File: src/rtl/sdr_mode_pkg.sv
package sdr_mode_pkg;

    // Field widths and bit positions of the mode word
    localparam int ADDR_W      = 12;
    localparam int BL_W        = 4;
    localparam int CL_W        = 2;
    localparam int BL_LSB      = 0;
    localparam int BL_CODE_W   = 3;
    localparam int BT_BIT      = 3;
    localparam int CL_LSB      = 4;
    localparam int CL_CODE_W   = 3;
    localparam int RSV_LO      = 7;
    localparam int RSV_HI      = 8;
    localparam int WSINGLE_BIT = 9;
    localparam int IGN_LO      = 10;

    typedef enum logic {
        BURST_SEQ = 1'b0,
        BURST_ILV = 1'b1
    } burst_kind_e;

    typedef struct packed {
        logic [BL_W-1:0] blen;
        burst_kind_e     bkind;
        logic [CL_W-1:0] clat;
        logic            wr_single;
    } mode_fields_t;

    typedef enum logic [1:0] {
        ST_IDLE     = 2'd0,
        ST_APPLIED  = 2'd1,
        ST_REJECTED = 2'd2
    } load_state_e;

    localparam mode_fields_t RESET_FIELDS = '{
        blen:      BL_W'(1),
        bkind:     BURST_SEQ,
        clat:      CL_W'(2),
        wr_single: 1'b0
    };

endpackage

File: src/rtl/sdr_mode_cmd_detect.sv
module sdr_mode_cmd_detect #(
    parameter int NUM_BANKS = 2
) (
    input  logic                 ras_n,
    input  logic                 cas_n,
    input  logic                 we_n,
    input  logic [NUM_BANKS-1:0] bank_active,
    output logic                 set_seen_o,
    output logic                 banks_idle_o
);

    logic [NUM_BANKS-1:0] open_acc;

    // Fold bank flags one stage per bank
    generate
        for (genvar b = 0; b < NUM_BANKS; b++) begin : g_bank
            if (b == 0) begin : g_first
                assign open_acc[b] = bank_active[b];
            end else begin : g_rest
                assign open_acc[b] = open_acc[b-1] | bank_active[b];
            end
        end
    endgenerate

    always_comb begin
        set_seen_o   = ~ras_n & ~cas_n & ~we_n;
        banks_idle_o = ~open_acc[NUM_BANKS-1];
    end

endmodule

File: src/rtl/sdr_mode_word_check.sv
module sdr_mode_word_check
    import sdr_mode_pkg::*;
(
    input  logic [ADDR_W-1:0] addr_i,
    output mode_fields_t      cand_o,
    output logic              word_ok_o
);

    localparam int RSV_N = RSV_HI - RSV_LO + 1;

    logic [BL_CODE_W-1:0] bl_code;
    logic [CL_CODE_W-1:0] cl_code;
    logic [RSV_N-1:0]     rsv_bits;
    logic                 bl_ok;
    logic                 cl_ok;
    logic                 rsv_ok;
    logic                 unused_hi_bits;

    assign bl_code = addr_i[BL_LSB +: BL_CODE_W];
    assign cl_code = addr_i[CL_LSB +: CL_CODE_W];

    // Reserved bits that must be zero
    generate
        for (genvar r = 0; r < RSV_N; r++) begin : g_rsv
            assign rsv_bits[r] = addr_i[RSV_LO + r];
        end
    endgenerate

    // Top bits are don't-care
    assign unused_hi_bits = ^addr_i[ADDR_W-1:IGN_LO];

    always_comb begin
        bl_ok  = ~bl_code[BL_CODE_W-1];
        cl_ok  = ~cl_code[CL_CODE_W-1] & (cl_code != '0);
        rsv_ok = (rsv_bits == '0);
        word_ok_o = bl_ok & cl_ok & rsv_ok;

        cand_o.blen      = BL_W'(1) << bl_code[1:0];
        cand_o.bkind     = addr_i[BT_BIT] ? BURST_ILV : BURST_SEQ;
        cand_o.clat      = cl_code[CL_W-1:0];
        cand_o.wr_single = addr_i[WSINGLE_BIT];
    end

endmodule

File: src/rtl/sdr_mode_ctrl.sv
module sdr_mode_ctrl
    import sdr_mode_pkg::*;
(
    input  logic            clk,
    input  logic            rst_n,
    input  logic            set_seen_i,
    input  logic            banks_idle_i,
    input  logic            word_ok_i,
    input  mode_fields_t    cand_i,
    output logic [BL_W-1:0] burst_len_o,
    output logic            interleave_o,
    output logic [CL_W-1:0] cas_lat_o,
    output logic [BL_W-1:0] wr_burst_len_o,
    output logic            set_reject_o
);

    load_state_e  state_q;
    load_state_e  state_d;
    mode_fields_t fields_q;

    // Next-state decision
    always_comb begin
        state_d = ST_IDLE;
        if (set_seen_i) begin
            if (banks_idle_i && word_ok_i) begin
                state_d = ST_APPLIED;
            end else begin
                state_d = ST_REJECTED;
            end
        end
    end

    // State register
    always_ff @(posedge clk or negedge rst_n) begin
        if (!rst_n) begin
            state_q <= ST_IDLE;
        end else begin
            state_q <= state_d;
        end
    end

    // Field storage, loaded on the transition into ST_APPLIED
    always_ff @(posedge clk or negedge rst_n) begin
        if (!rst_n) begin
            fields_q <= RESET_FIELDS;
        end else if (state_d == ST_APPLIED) begin
            fields_q <= cand_i;
        end
    end

    // Outputs
    always_comb begin
        burst_len_o    = fields_q.blen;
        interleave_o   = (fields_q.bkind == BURST_ILV);
        cas_lat_o      = fields_q.clat;
        wr_burst_len_o = fields_q.wr_single ? BL_W'(1) : fields_q.blen;
        set_reject_o   = 1'b0;
        unique case (state_q)
            ST_IDLE:     set_reject_o = 1'b0;
            ST_APPLIED:  set_reject_o = 1'b0;
            ST_REJECTED: set_reject_o = 1'b1;
            default:     set_reject_o = 1'b0;
        endcase
    end


    fields_need_cmd_chk: assert property (@(posedge clk) disable iff (!rst_n)
        !$stable(fields_q) |-> $past(set_seen_i));


    reject_keeps_fields_chk: assert property (@(posedge clk) disable iff (!rst_n)
        set_reject_o |-> ($stable(burst_len_o) && $stable(interleave_o)
                          && $stable(cas_lat_o) && $stable(wr_burst_len_o)));


    open_bank_rejects_chk: assert property (@(posedge clk) disable iff (!rst_n)
        (set_seen_i && !banks_idle_i) |=> set_reject_o);


    reject_cause_chk: assert property (@(posedge clk) disable iff (!rst_n)
        set_reject_o |-> $past(set_seen_i && !(banks_idle_i && word_ok_i)));


    blen_power_chk: assert property (@(posedge clk) disable iff (!rst_n)
        ($countones(burst_len_o) == 1) && (burst_len_o <= BL_W'(8)));


    clat_range_chk: assert property (@(posedge clk) disable iff (!rst_n)
        cas_lat_o != '0);


    wr_len_chk: assert property (@(posedge clk) disable iff (!rst_n)
        (wr_burst_len_o != burst_len_o) |-> (wr_burst_len_o == BL_W'(1)));

endmodule

File: src/rtl/sdr_mode_reg.sv
module sdr_mode_reg
    import sdr_mode_pkg::*;
#(
    parameter int NUM_BANKS = 2
) (
    input  logic                 clk,
    input  logic                 rst_n,
    input  logic                 ras_n,
    input  logic                 cas_n,
    input  logic                 we_n,
    input  logic [ADDR_W-1:0]    addr,
    input  logic [NUM_BANKS-1:0] bank_active,
    output logic [BL_W-1:0]      burst_len_o,
    output logic                 interleave_o,
    output logic [CL_W-1:0]      cas_lat_o,
    output logic [BL_W-1:0]      wr_burst_len_o,
    output logic                 set_reject_o
);

    logic         set_seen;
    logic         banks_idle;
    logic         word_ok;
    mode_fields_t cand;

    sdr_mode_cmd_detect #(
        .NUM_BANKS (NUM_BANKS)
    ) cmd_i (
        .ras_n        (ras_n),
        .cas_n        (cas_n),
        .we_n         (we_n),
        .bank_active  (bank_active),
        .set_seen_o   (set_seen),
        .banks_idle_o (banks_idle)
    );

    sdr_mode_word_check chk_i (
        .addr_i    (addr),
        .cand_o    (cand),
        .word_ok_o (word_ok)
    );

    sdr_mode_ctrl ctrl_i (
        .clk            (clk),
        .rst_n          (rst_n),
        .set_seen_i     (set_seen),
        .banks_idle_i   (banks_idle),
        .word_ok_i      (word_ok),
        .cand_i         (cand),
        .burst_len_o    (burst_len_o),
        .interleave_o   (interleave_o),
        .cas_lat_o      (cas_lat_o),
        .wr_burst_len_o (wr_burst_len_o),
        .set_reject_o   (set_reject_o)
    );


    ilv_follows_word_chk: assert property (@(posedge clk) disable iff (!rst_n)
        (set_seen && banks_idle && word_ok) |=> (interleave_o == $past(addr[3])));

endmodule

File: config.mk
export PLATFORM = sky130hd
export DESIGN_NAME = sdr_mode_reg
export DESIGN_NICKNAME = d
export VERILOG_FILES = /design/src/rtl/sdr_mode_pkg.sv /design/src/rtl/sdr_mode_cmd_detect.sv /design/src/rtl/sdr_mode_word_check.sv /design/src/rtl/sdr_mode_ctrl.sv /design/src/rtl/sdr_mode_reg.sv
export SDC_FILE = /design/constraint.sdc
export NUM_CORES = 1
export LEC_CHECK = 0
export BUFFER_PORTS_ARGS = -buffer_cell sky130_fd_sc_hd__buf_2
export CORE_AREA = 2 2 39 41
export DETAILED_ROUTE_END_ITERATION = 6
export DIE_AREA = 0 0 41 43
export PLACE_DENSITY = 0.82
export SYNTH_ARGS = -nofsm -noshare
export SYNTH_HDL_FRONTEND = slang
export SYNTH_SLANG_ARGS = --single-unit
File: constraint.sdc
create_clock -name clk -period 1 [get_ports clk]
set_input_delay 0.1 -clock clk [delete_from_list [all_inputs] [get_ports clk]]
set_output_delay 0.1 -clock clk [all_outputs]
set_load 0.1 [all_outputs]
=== Word-level counts from Yosys, hierarchy flattened ===
Index checks and enable logic that the tools add are counted.

* Output and inout bits: 12
* Input bits: 19
* Register bits: 10

* Reduce and logical (&&, ||, !) cells: 3
* Equal/unequal tests: 2
* Bitwise logic cells: 12
* Muxes and demuxes: 5
* Shift-type cells: 1

{| class="wikitable"
|+ Operators with widths
! operator !! count
|-
| $not A1 Y1 || 6
|-
| $and A1 B1 Y1 || 5
|-
| $mux W2 || 2
|-
| $mux W4 || 1
|-
| $shl A1 B2 Y4 const A || 1
|-
| $reduce_bool A3 Y1 || 1
|-
| $eq A2 B1 Y1 const B || 1
|-
| $eq A2 B2 Y1 const B || 1
|-
| $logic_not A2 Y1 || 1
|-
| $mux W1 || 2
|-
| $logic_and A1 B1 Y1 || 1
|-
| $or A1 B1 Y1 || 1
|}

=== Logic depth before layout (Yosys ltp) ===
Gate-level depths: netlist of run 1.

* Depth after elaboration: 8
* Depth in mapped cells: 3

=== Cells and area by module ===
Synthesis of run 1 repeated with hierarchy kept, for this count alone.

* Cell total of the unflattened synthesis: 44
* Area total of the unflattened synthesis: 534.3 sq um

{| class="wikitable"
|+ Modules (own cells, without submodules)
! module !! instances !! cells an instance !! area each (sq um) !! seq. area each (sq um)
|-
| sdr_mode_ctrl || 1 || 32 || 447.9 || 252.7
|-
| sdr_mode_word_check || 1 || 10 || 72.6 || 0.0
|-
| sdr_mode_cmd_detect || 1 || 2 || 13.8 || 0.0
|}

=== Worst setup path after synthesis of run 1 ===
Ideal clock, no wire load.

* Path type: reg-to-output
* Start point: register ctrl_i.fields_q[0] in the netlist's numbering
* End point: output port wr_burst_len_o[1]
* Path buffers: 0
* Path slack: -0.837 ns
* Arrival: 1.737 ns
* Stages on the path, launching flop included: 2
* Cell sequence: dfrtp_1 -> nor2b_1

* Word-level cells in the longest chain between the ends: 1

{| class="wikitable"
|+ Ends and longest elaborated chain
! element !! line !! RTL
|-
| from (decl) || sdr_mode_ctrl.sv:19 || <nowiki>mode_fields_t fields_q;</nowiki>
|-
| from (signal assigned) || sdr_mode_ctrl.sv:47 || <nowiki>fields_q <= cand_i;</nowiki>
|-
| $mux W4 || sdr_mode_ctrl.sv:56 || <nowiki>wr_burst_len_o = fields_q.wr_single ? BL_W'(1) : fields_q.blen;</nowiki>
|-
| to (decl) || sdr_mode_reg.sv:16 || <nowiki>output logic [BL_W-1:0] wr_burst_len_o,</nowiki>
|}

No other way between the ends.

=== Worst setup path after layout of run 1 ===
* Start point: register ctrl_i.fields_q[0] in the netlist's numbering
* End point: output port wr_burst_len_o[2]

Same word-level chain as after synthesis.

==> key figures, run 1 <==
Route
  – Pre-Repair DR Iteration Count: 1
  – DRC violations left: 0
  – Via count: 395
  – Detail Route Antenna Nets: 0
  – DR vias/cell: 4.438
  – Final wirelength: 1105 um
  – Drt initial violations: 0
  – Wire per inst: 12.42 um

Run
  – Max cap viols: 0

Pwr
  – Net Switching: 0.0003460 W
  – Share of power burned in registers: 0.386
  – Gate power share: 0.303
  – Pwr Density: 1176 mW/mm^2
  – Clock power frac: 0.311
  – Total power: 0.001125 W
  – Peak supply drop: 0.0008684 V
  – Int Pwr: 0.0007794 W
  – Switch share: 0.3075
  – Pleak: 0.4768 nW

Worst setup path
  – Worst setup EP type: output port
  – Worst path arrival time: 1.14 ns
  – Critical path's slowest cell: dfrtp_2
  – Worst Path Max Fanout: 3
  – Slowest stage delay, CP: 0.44 ns
  – Crit path cell chain: buf_12, nor2b_4, buf_12
  – Critical Path Start Type: flip-flop
  – Setup Crit Path Kind: flip-flop to output port
  – Worst EP required: 0.90 ns
  – Most frequent CP cell: buf_12

Synthesis
  – Adder-cell share of the synthesized area: 0
  – Synthesized flop and latch total: 10
  – Yosys warning total: 0
  – Synth Area in XOR/XNOR: 0
  – Post-Synth Simple-Gate Area: 0.2171
  – Sequential area share after synthesis: 0.4927
  – Cell variety after synth: 14
  – Syn avg cell area: 12.21 sq um
  – Post-Synthesis Cells: 42
  – Mapped cell area: 513.0 sq um
  – Synth Area in Compound Gates: 0.01463
  – Multiplexer area fraction after synthesis: 0.1732
  – Syn_nets: 61
  – Main combinational cell family by area after synthesis: simple AND/OR/NAND/NOR gates

STA
  – FMAX: 0.8096 GHz
  – Final worst slack: -0.2352 ns
  – Relative slew slack: 0.8050
  – Endpoints failing setup: 8
  – Worst-case hold slack: 0.07185 ns
  – Final Hold Viols: 0
  – Min Tclk post-route: 1.235 ns
  – Setup TNS: -1.270 ns
  – RSZ-0062 raised after global routing: yes
  – Clk_skew: 0 ns
  – Worst Tran Pin Value: 0.2904 ns
  – Max Slew Vio Count: 0
  – Final period utilization: 1.235

Clock tree
  – H-tree levels: 1
  – CTS Buf Count: 3
  – Max Buffers Root-to-Sink: 2
  – Worst skew pair latency: 0.25 ns
  – Clock transition at the registers of the reported paths: 0.06 ns
  – Root buffer cell: clkbuf_4
  – # clock sinks: 10
  – CTS tree: yes

Global route
  – Antenna violations before repair: 0
  – Largest net degree at the start of global routing: 11
  – Grt ovf: 0
  – GRT Util Overall: 0.1517
  – Global-route wire length before repair: 1725 um
  – Vias in the first global route: 417

Outcome
  – Failing checks: negative setup slack
  – Outcome: complete, but fails checks

Layout
  – Share of cells above drive strength 1: 0.7671
  – Layout net count: 93
  – Seq. cell area: 257.7 sq um
  – Most frequent cells in the layout: buf_2, buf_12, mux2_2, dfrtp_1
  – Fill cells: 96
  – Layout Cells excl Fill: 89
  – Diodes inserted: 0
  – Design Area, Final: 957.2 sq um
  – Area grow syn2layout: 86.59%
  – Area of the multi-input gates: 249.0 sq um
  – Commonest non-fill, non-tap cell in the layout: buf_2

Placed design
  – DP Area: 885.9 sq um
  – PortBufs: 28
  – Dpl hpwl: 956.3 um
  – Placed Cells: 83
  – Final GP Congestion: 0.6687

Die
  – Die H: 43 um
  – Die Area: 0.001763 sq mm
  – Starting Density: 0.3707
  – Std cell rows: 14
  – IO Count: 31
  – Die W: 41 um
  – Core box area: 0.001384 sq mm

Hold path
  – Min-Delay Path Class: input port to flip-flop
[routing by layer]
layer / vias up / wire length, um / track usage
met5: - / 0 / 0
met4: 0 / 0 / 0.06000
met2: 10 / 693 / 0.2625
li1: 198 / - / -
met1: 187 / 380 / 0.1582
met3: 0 / 31 / 0.04712
[path summary, 6_finish.rpt]
path	start	depth (start not counted)	to	slack, ns
min reg2reg	ctrl_i.cas_lat_o[0]$_DFFE_PN0N_	1	ctrl_i.cas_lat_o[0]$_DFFE_PN0N_	0.59
max reg2reg	ctrl_i.interleave_o$_DFFE_PN0N_	1	ctrl_i.interleave_o$_DFFE_PN0N_	0.13
min	addr[3]	2	ctrl_i.interleave_o$_DFFE_PN0N_	0.07
max	ctrl_i.fields_q[0]$_DFFE_PN0N_	3	wr_burst_len_o[2]	-0.24
max in group asynchronous	rst_n	2	ctrl_i.burst_len_o[0]$_DFFE_PN1N_	0.52
min in group asynchronous	rst_n	2	ctrl_i.state_q[0]$_DFF_PN0_	0.23
[cell type report]
| type | instances | area share |
|---|---|---|
| tap | 16 | 0.02092 |
| sequential | 10 | 0.2693 |
| clock buffer | 4 | 0.03791 |
| multi-input combinational | 24 | 0.2601 |
| inverter | 2 | 0.007843 |
| timing repair buffer | 33 | 0.4039 |
[power by group through the flow]
stage / sequential (W) / clock (W) / combinational, W
after floorplan: 0.000448 / 0 / 0.000185
after global placement: 0.000441 / 0 / 0.000327
after detailed placement: 0.000442 / 0 / 0.000335
after CTS: 0.000434 / 0.000363 / 0.000338
after global routing: 0.000435 / 0.000390 / 0.000356
final: 0.000434 / 0.000350 / 0.000342
[Yosys cell counts (all sizes together)]
cell type	n	area, sq um
dfrtp	8	200.2
mux2	7	78.83
buf	6	45.04
nor2b	5	31.28
nor2	4	15.01
dfstp	2	52.55
inv	2	7.510
nor3	2	10.01
a21boi	1	7.510
mux2i	1	10.01
nand2	1	3.750
nand4b	1	23.77
nor4	1	21.27
or2	1	6.260
[per-stage QoR]
step / utilization / setup slack, ns
4_1_cts: 0.6736 / -0.2468
5_1_grt: 0.6917 / -0.2792
3_5_place_dp: 0.6401 / -0.2398
6_report: 0.6917 / -0.2352
2_1_floorplan: - / -0.05810
3_3_place_gp: 0.6401 / -0.1813
[what timing repair did]
action | CTS | global route
pin swaps | 0 | 3
cloned | 0 | 0
hold buffers | 1 | 0
setup endpoints to repair | 8 | 9
endpoints found under the hold margin | 10 | 0
resized for setup | 0 | 4
buffers inserted | 0 | 1
[worst max-delay path: cells and delay by family, from the launching register on]
kind                   cells  cell delay (ns)
and+or+nand+nor            1             0.12
DFF                        1             0.44
buffers and inverters      2             0.32
[cell families (layout without fill, tap and decap cells)]
| kind of cell | Yosys count | count (layout) |
|---|---|---|
| AOI/OAI and AO/OA | 1 | 1 |
| and+or+nand+nor | 15 | 15 |
| DFF | 10 | 10 |
| muxes | 8 | 8 |
| buffers and inverters | 8 | 39 |
[state kept, by name, indices dropped and copies added (netlist names)]
register             count
ctrl_i.fields_q          1
ctrl_i.interleave_o      1
ctrl_i.state_q           2
ctrl_i.cas_lat_o         2
ctrl_i.burst_len_o       4
No activity file was read; power rests on OpenSTA's default activity.
==> inputs of run 2 (changes only) <==
--- a/config.mk
+++ b/config.mk
@@ -6,10 +6,9 @@
 export NUM_CORES = 1
 export LEC_CHECK = 0
 export BUFFER_PORTS_ARGS = -buffer_cell sky130_fd_sc_hd__buf_2
-export CORE_AREA = 2 2 39 41
+export CORE_UTILIZATION = 36
 export DETAILED_ROUTE_END_ITERATION = 6
-export DIE_AREA = 0 0 41 43
-export PLACE_DENSITY = 0.82
+export PLACE_DENSITY = 0.8
 export SYNTH_ARGS = -nofsm -noshare
 export SYNTH_HDL_FRONTEND = slang
 export SYNTH_SLANG_ARGS = --single-unit
==> constraint.sdc (replaced) <==
create_clock -name clk -period 1.1 [get_ports clk]
set_input_delay 0.11 -clock clk [delete_from_list [all_inputs] [get_ports clk]]
set_output_delay 0.11 -clock clk [all_outputs]
set_load 0.1 [all_outputs]
==> key figures, run 2 (synthesis gave the netlist of run 1 again) <==
Global route
  – Vias in the first global route: 382 (-8.4%)
  – Global-route wire length before repair: 1628 um (-5.6%)
  – Largest net degree at the start of global routing: 11 (unchanged)
  – Grt ovf: 0 (unchanged)
  – Antenna violations before repair: 0 (unchanged)
  – GRT Util Overall: 0.1657 (+0.01394)

Clock tree
  – Worst skew pair latency: 0.27 ns (+0.02 ns)
  – Root buffer cell: clkbuf_4
  – # clock sinks: 10 (unchanged)
  – Clock transition at the registers of the reported paths: 0.06 ns (about the same)
  – Max Buffers Root-to-Sink: 2 (unchanged)
  – H-tree levels: 1 (unchanged)
  – CTS tree: yes
  – CTS Buf Count: 3 (unchanged)

Placed design
  – Dpl hpwl: 832.7 um (-13%)
  – Final GP Congestion: 0.7243 (+8.3%)
  – PortBufs: 28 (unchanged)
  – Placed Cells: 82 (-1.2%)

Outcome
  – Outcome: complete, but fails checks
  – Failing checks: negative setup slack

Worst setup path
  – Worst setup EP type: output port
  – Critical Path Start Type: flip-flop
  – Worst EP required: 0.99 ns (+0.09 ns)
  – Worst Path Max Fanout: 3 (unchanged)
  – Worst path arrival time: 1.13 ns (about the same)
  – Setup Crit Path Kind: flip-flop to output port

STA
  – RSZ-0062 raised after global routing: yes
  – Endpoints failing setup: 6 (-2)
  – Relative slew slack: 0.8012 (-0.003765)
  – Final Hold Viols: 0 (unchanged)
  – Final worst slack: -0.1389 ns (+0.09629 ns)
  – FMAX: 0.8072 GHz
  – Max Slew Vio Count: 0 (unchanged)
  – Final period utilization: 1.126
  – Clk_skew: 0 ns (unchanged)
  – Worst Tran Pin Value: 0.2960 ns (+0.005605 ns)
  – Min Tclk post-route: 1.239 ns
  – Setup TNS: -0.5904 ns (+0.6794 ns)

Layout
  – Final core utilization: 0.7018 (+0.01012)
  – Commonest non-fill, non-tap cell in the layout: buf_2
  – Area grow syn2layout: 80.24%
  – Share of cells above drive strength 1: 0.7260 (-0.04110)
  – Layout Cells excl Fill: 88 (-1.1%)
  – Most frequent cells in the layout: buf_2, buf_12, mux2_2, dfrtp_1
  – Diodes inserted: 0 (unchanged)
  – Largest reg by FF count: ctrl_i.burst_len_o
  – Max reg flops: 4 (unchanged)
  – Layout net count: 93 (unchanged)

Pwr
  – Int Pwr: 0.0007020 W (-9.9%)
  – Clock power frac: 0.324 (+0.013)
  – Peak supply drop: 0.0006715 V (-23%)
  – Net Switching: 0.0003238 W (-6.4%)
  – Share of power burned in registers: 0.383 (-0.003)
  – Switch share: 0.3157 (+0.008221)
  – Pwr Density: 1109 mW/mm^2 (-5.6%)
  – Total power: 0.001026 W (-8.9%)
  – Gate power share: 0.293 (-0.010)
  – Pleak: 0.4777 nW (+0.18%)

Route
  – Top Metal Used: met4
  – Met2 routed WL: 607 um (-12%)
  – Via count: 403 (+2.0%)
  – Pre-Repair DR Iteration Count: 2 (+1)
  – Wl on met1: 377 um (-0.79%)
  – Final wirelength: 1049 um (-5.1%)
  – Detail Route Antenna Nets: 0 (unchanged)
  – DRC violations left: 0 (unchanged)
  – Drt initial violations: 4 (+4)
  – Wire per inst: 11.92 um (-4.0%)
  – DR vias/cell: 4.580 (+3.2%)
  – WL met3: 60 um (+94%)

Die
  – Core box area: 0.001318 sq mm (-4.8%)
  – Die H: 39.75 um (-7.6%)
  – Std cell rows: 13 (-1)
  – Die W: 39.75 um (-3.0%)
  – Starting Density: 0.3894 (+0.01866)
  – IO Count: 31 (unchanged)
  – Die Area: 0.001580 sq mm (-10%)

Hold path
  – Min-Delay Path Class: input port to flip-flop

Run
  – Max cap viols: 0 (unchanged)
## run 2: through the flow
stage	instance area [sq um]	worst slack [ns]	hold WS, ns
2_1_floorplan	529.3	-0.2407	-0.1856
3_5_place_dp	845.8	-0.1796	-0.01642
3_3_place_gp	845.8	-0.1120	-0.02524
6_report	924.6	-0.1389	0.06981
4_1_cts	924.6	-0.1437	0.05987
5_1_grt	924.6	-0.1835	0.06039
## run 2: worst max-delay path, stage by stage, from the launching register on
cell	delay, ns
dfrtp_1	0.41
buf_6	0.15
nor2b_4	0.12
buf_12	0.18
## run 2: final cells by class
class | instances | area, sq um
Fill cell | 94 | 392.9
Timing Repair Buffer | 33 | 367.9
Sequential cell | 10 | 254.0
Multi-Input combinational cell | 24 | 240.2
Clock buffer | 4 | 36.28
Tap cell | 15 | 18.77
Inverter | 2 | 7.507
## run 2: final timing paths
kind,startpoint,slack (ns),end,depth (start not counted)
worst max-delay path,ctrl_i.fields_q[0]$_DFFE_PN0N_,-0.14,wr_burst_len_o[2],3
worst min-delay path,addr[9],0.07,ctrl_i.fields_q[0]$_DFFE_PN0N_,2
worst max register to register,ctrl_i.burst_len_o[2]$_DFFE_PN0N_,0.27,ctrl_i.burst_len_o[2]$_DFFE_PN0N_,1
worst min register to register,ctrl_i.interleave_o$_DFFE_PN0N_,0.56,ctrl_i.interleave_o$_DFFE_PN0N_,1
max in group asynchronous,rst_n,0.61,ctrl_i.cas_lat_o[1]$_DFFE_PN1N_,2
min in group asynchronous,rst_n,0.22,ctrl_i.state_q[1]$_DFF_PN0_,2
## run 2: repair_timing
item | in CTS | in global routing
hold endpoints to repair | 10 | 0
hold buffers | 1 | 0
gates resized for setup | 6 | 0
buffers inserted | 1 | 0
pin swaps | 0 | 1
endpoints found under the setup margin | 6 | 7
## run 2: power by group through the flow
stage | clock network [W] | registers, W | logic, W
6_report | 0.000332 | 0.000393 | 0.000300
3_3_place_gp | 0 | 0.000399 | 0.000286
5_1_grt | 0.000366 | 0.000394 | 0.000314
2_1_floorplan | 0 | 0.000404 | 0.000163
3_5_place_dp | 0 | 0.000399 | 0.000290
4_1_cts | 0.000345 | 0.000393 | 0.000302
## run 2: layer usage
layer	track usage	up-vias
li1	-	195
met1	0.1767	192
met2	0.2787	14
met3	0.08523	2
met4	0.05172	0
met5	0	-
==> inputs of run 3 (changes only) <==
--- a/config.mk
+++ b/config.mk
@@ -8,7 +8,7 @@
 export BUFFER_PORTS_ARGS = -buffer_cell sky130_fd_sc_hd__buf_2
 export CORE_UTILIZATION = 36
 export DETAILED_ROUTE_END_ITERATION = 6
-export PLACE_DENSITY = 0.8
+export PLACE_DENSITY = 0.72
 export SYNTH_ARGS = -nofsm -noshare
 export SYNTH_HDL_FRONTEND = slang
 export SYNTH_SLANG_ARGS = --single-unit
==> constraint.sdc (replaced) <==
create_clock -name clk -period 1.02 [get_ports clk]
set_input_delay 0.102 -clock clk [delete_from_list [all_inputs] [get_ports clk]]
set_output_delay 0.102 -clock clk [all_outputs]
set_load 0.1 [all_outputs]
==> key figures, run 3 (synthesis gave the netlist of run 1 again) <==
Layout
  – Most frequent cells in the layout: buf_2, buf_12, mux2_2, dfrtp_1
  – Design Area, Final: 942.2 sq um (+1.9%)
  – Layout net count: 93 (unchanged)
  – Area grow syn2layout: 83.66%
  – Diodes inserted: 0 (unchanged)
  – Largest reg by FF count: ctrl_i.burst_len_o
  – Max reg flops: 4 (unchanged)
  – Share of cells above drive strength 1: 0.7534 (+0.02740)
  – Commonest non-fill, non-tap cell in the layout: buf_2

Die
  – Die H: 39.75 um (unchanged)
  – Die W: 39.75 um (unchanged)
  – IO Count: 31 (unchanged)
  – Starting Density: 0.3894 (unchanged)
  – Std cell rows: 13 (unchanged)
  – Core box area: 0.001318 sq mm (unchanged)
  – Die Area: 0.001580 sq mm (unchanged)

Hold path
  – Cells on Worst Hold Path: 2 (unchanged)
  – Min-Delay Path Class: input port to flip-flop

Route
  – Via count: 412 (+2.2%)
  – DR vias/cell: 4.682 (+2.2%)
  – Drt initial violations: 1 (-3)
  – Pre-Repair DR Iteration Count: 4 (+2)
  – DRC violations left: 0 (unchanged)
  – Detail Route Antenna Nets: 0 (unchanged)
  – Final wirelength: 1002 um (-4.5%)
  – Wire per inst: 11.39 um (-4.5%)

Outcome
  – Outcome: complete, but fails checks
  – Failing checks: negative setup slack

Run
  – Max cap viols: 0 (unchanged)

Global route
  – Vias in the first global route: 375 (-1.8%)
  – Largest net degree at the start of global routing: 11 (unchanged)
  – Antenna violations before repair: 0 (unchanged)
  – GRT Util Overall: 0.1692 (+0.003576)
  – Global-route wire length before repair: 1656 um (+1.7%)
  – Grt ovf: 0 (unchanged)

STA
  – Endpoints failing setup: 8 (+2)
  – Min Tclk post-route: 1.245 ns
  – Final period utilization: 1.221
  – Final Hold Viols: 0 (unchanged)
  – FMAX: 0.8032 GHz
  – Max Slew Vio Count: 0 (unchanged)
  – Final worst slack: -0.2251 ns (-0.08621 ns)
  – Relative slew slack: 0.8146 (+0.01341)
  – RSZ-0062 raised after global routing: yes
  – Worst Tran Pin Value: 0.2760 ns (-0.01997 ns)
  – Clk_skew: 0 ns (unchanged)

Worst setup path
  – Worst R2R Setup Slack: 0.15 ns (-0.12 ns)
  – Worst path arrival time: 1.14 ns (about the same)
  – Reg2Reg Capture Point: ctrl_i.interleave_o$_DFFE_PN0N_
  – Worst Path Max Fanout: 3 (unchanged)
  – R2r worst-path depth: 1 (unchanged)
  – Critical Path Start Type: flip-flop
  – Worst reg2reg startpoint: ctrl_i.interleave_o$_DFFE_PN0N_
  – Crit path from: ctrl_i.fields_q[0]$_DFFE_PN0N_
  – Worst EP required: 0.92 ns (-0.07 ns)
  – Setup Crit Path Kind: flip-flop to output port
  – Worst setup EP type: output port
  – CP endpoint: wr_burst_len_o[2]

Pwr
  – Peak supply drop: 0.0006480 V (-3.5%)
  – Switch share: 0.3188 (+0.003164)
  – Clock power frac: 0.325 (about the same)
  – Gate power share: 0.295 (+0.002)
  – Pleak: 0.4869 nW (+1.9%)
  – Pwr Density: 1187 mW/mm^2 (+7.0%)
  – Net Switching: 0.0003565 W (+10%)
  – Share of power burned in registers: 0.380 (-0.003)
  – Int Pwr: 0.0007616 W (+8.5%)

Clock tree
  – # clock sinks: 10 (unchanged)
  – CTS tree: yes
  – Root buffer cell: clkbuf_4
  – H-tree levels: 1 (unchanged)
  – Clock transition at the registers of the reported paths: 0.07 ns (about the same)
  – Max Buffers Root-to-Sink: 2 (unchanged)
  – CTS Buf Count: 3 (unchanged)
  – Worst skew pair latency: 0.27 ns (about the same)

Placed design
  – PortBufs: 28 (unchanged)
  – DP Area: 884.6 sq um (+4.6%)
  – Dpl ws: -0.2085 ns (-0.02887 ns)
  – Dpl hpwl: 827.7 um (-0.60%)
  – Final GP Congestion: 0.7516 (+3.8%)
[run 3: metal layers]
metal | GRT usage | wire length [um] | vias up
li1 | - | - | 196
met1 | 0.1837 | 356 | 200
met2 | 0.2787 | 577 | 14
met3 | 0.03977 | 42 | 2
met4 | 0.1293 | 25 | 0
met5 | 0 | 0 | -
[run 3: cell type report]
cell class,instances,area (sq um)
clock buffer,4,36.28
fill,83,375.4
inverter,2,7.507
multi-input combinational,24,245.2
sequential,10,257.7
tap,15,18.77
timing repair buffer,33,376.6
[run 3: power by group through the flow]
stage / clock (W) / sequential [W] / combinational (W)
after floorplan: 0 / 0.000439 / 0.000182
after global placement: 0 / 0.000433 / 0.000321
after detailed placement: 0 / 0.000433 / 0.000327
after CTS: 0.000385 / 0.000425 / 0.000332
after global routing: 0.000394 / 0.000426 / 0.000344
final: 0.000364 / 0.000425 / 0.000329
[run 3: what timing repair did]
action                     CTS  global route
setup endpoints to repair    8             9
pin swaps                    1             1
hold endpoints to repair    10             0
cloned                       0             0
gates resized for setup      1             0
buffers inserted             1             0
hold buffers                 1             0
[run 3: worst min-delay path by stage]
stage / slack, ns / from / end
floorplan: -0.19 / rst_n / ctrl_i.burst_len_o[1]$_DFFE_PN0N_
global placement: -0.03 / rst_n / ctrl_i.burst_len_o[1]$_DFFE_PN0N_
detailed placement: -0.03 / rst_n / ctrl_i.cas_lat_o[0]$_DFFE_PN0N_
CTS: 0.06 / addr[3] / ctrl_i.interleave_o$_DFFE_PN0N_
global route: 0.07 / addr[3] / ctrl_i.interleave_o$_DFFE_PN0N_
finish: 0.07 / addr[3] / ctrl_i.interleave_o$_DFFE_PN0N_
[run 3: per-stage QoR]
stage	TNS (ns)	instances	utilization	total power, W	hold WS [ns]
6_report	-1.198	88	0.7151	0.001118	0.06735
5_1_grt	-1.457	88	0.7151	0.001164	0.06652
4_1_cts	-1.304	88	0.7151	0.001143	0.05602
3_5_place_dp	-1.499	82	0.6714	0.0007602	-0.02669
3_3_place_gp	-1.314	82	0.6714	0.0007538	-0.03204
2_1_floorplan	-0.1854	42	-	0.0006208	-0.1936
[run 3: critical path: stages (launching register included)]
cell and delay [ns]:
dfrtp_2 0.44, buf_12 0.14, nor2b_4 0.12, buf_12 0.18
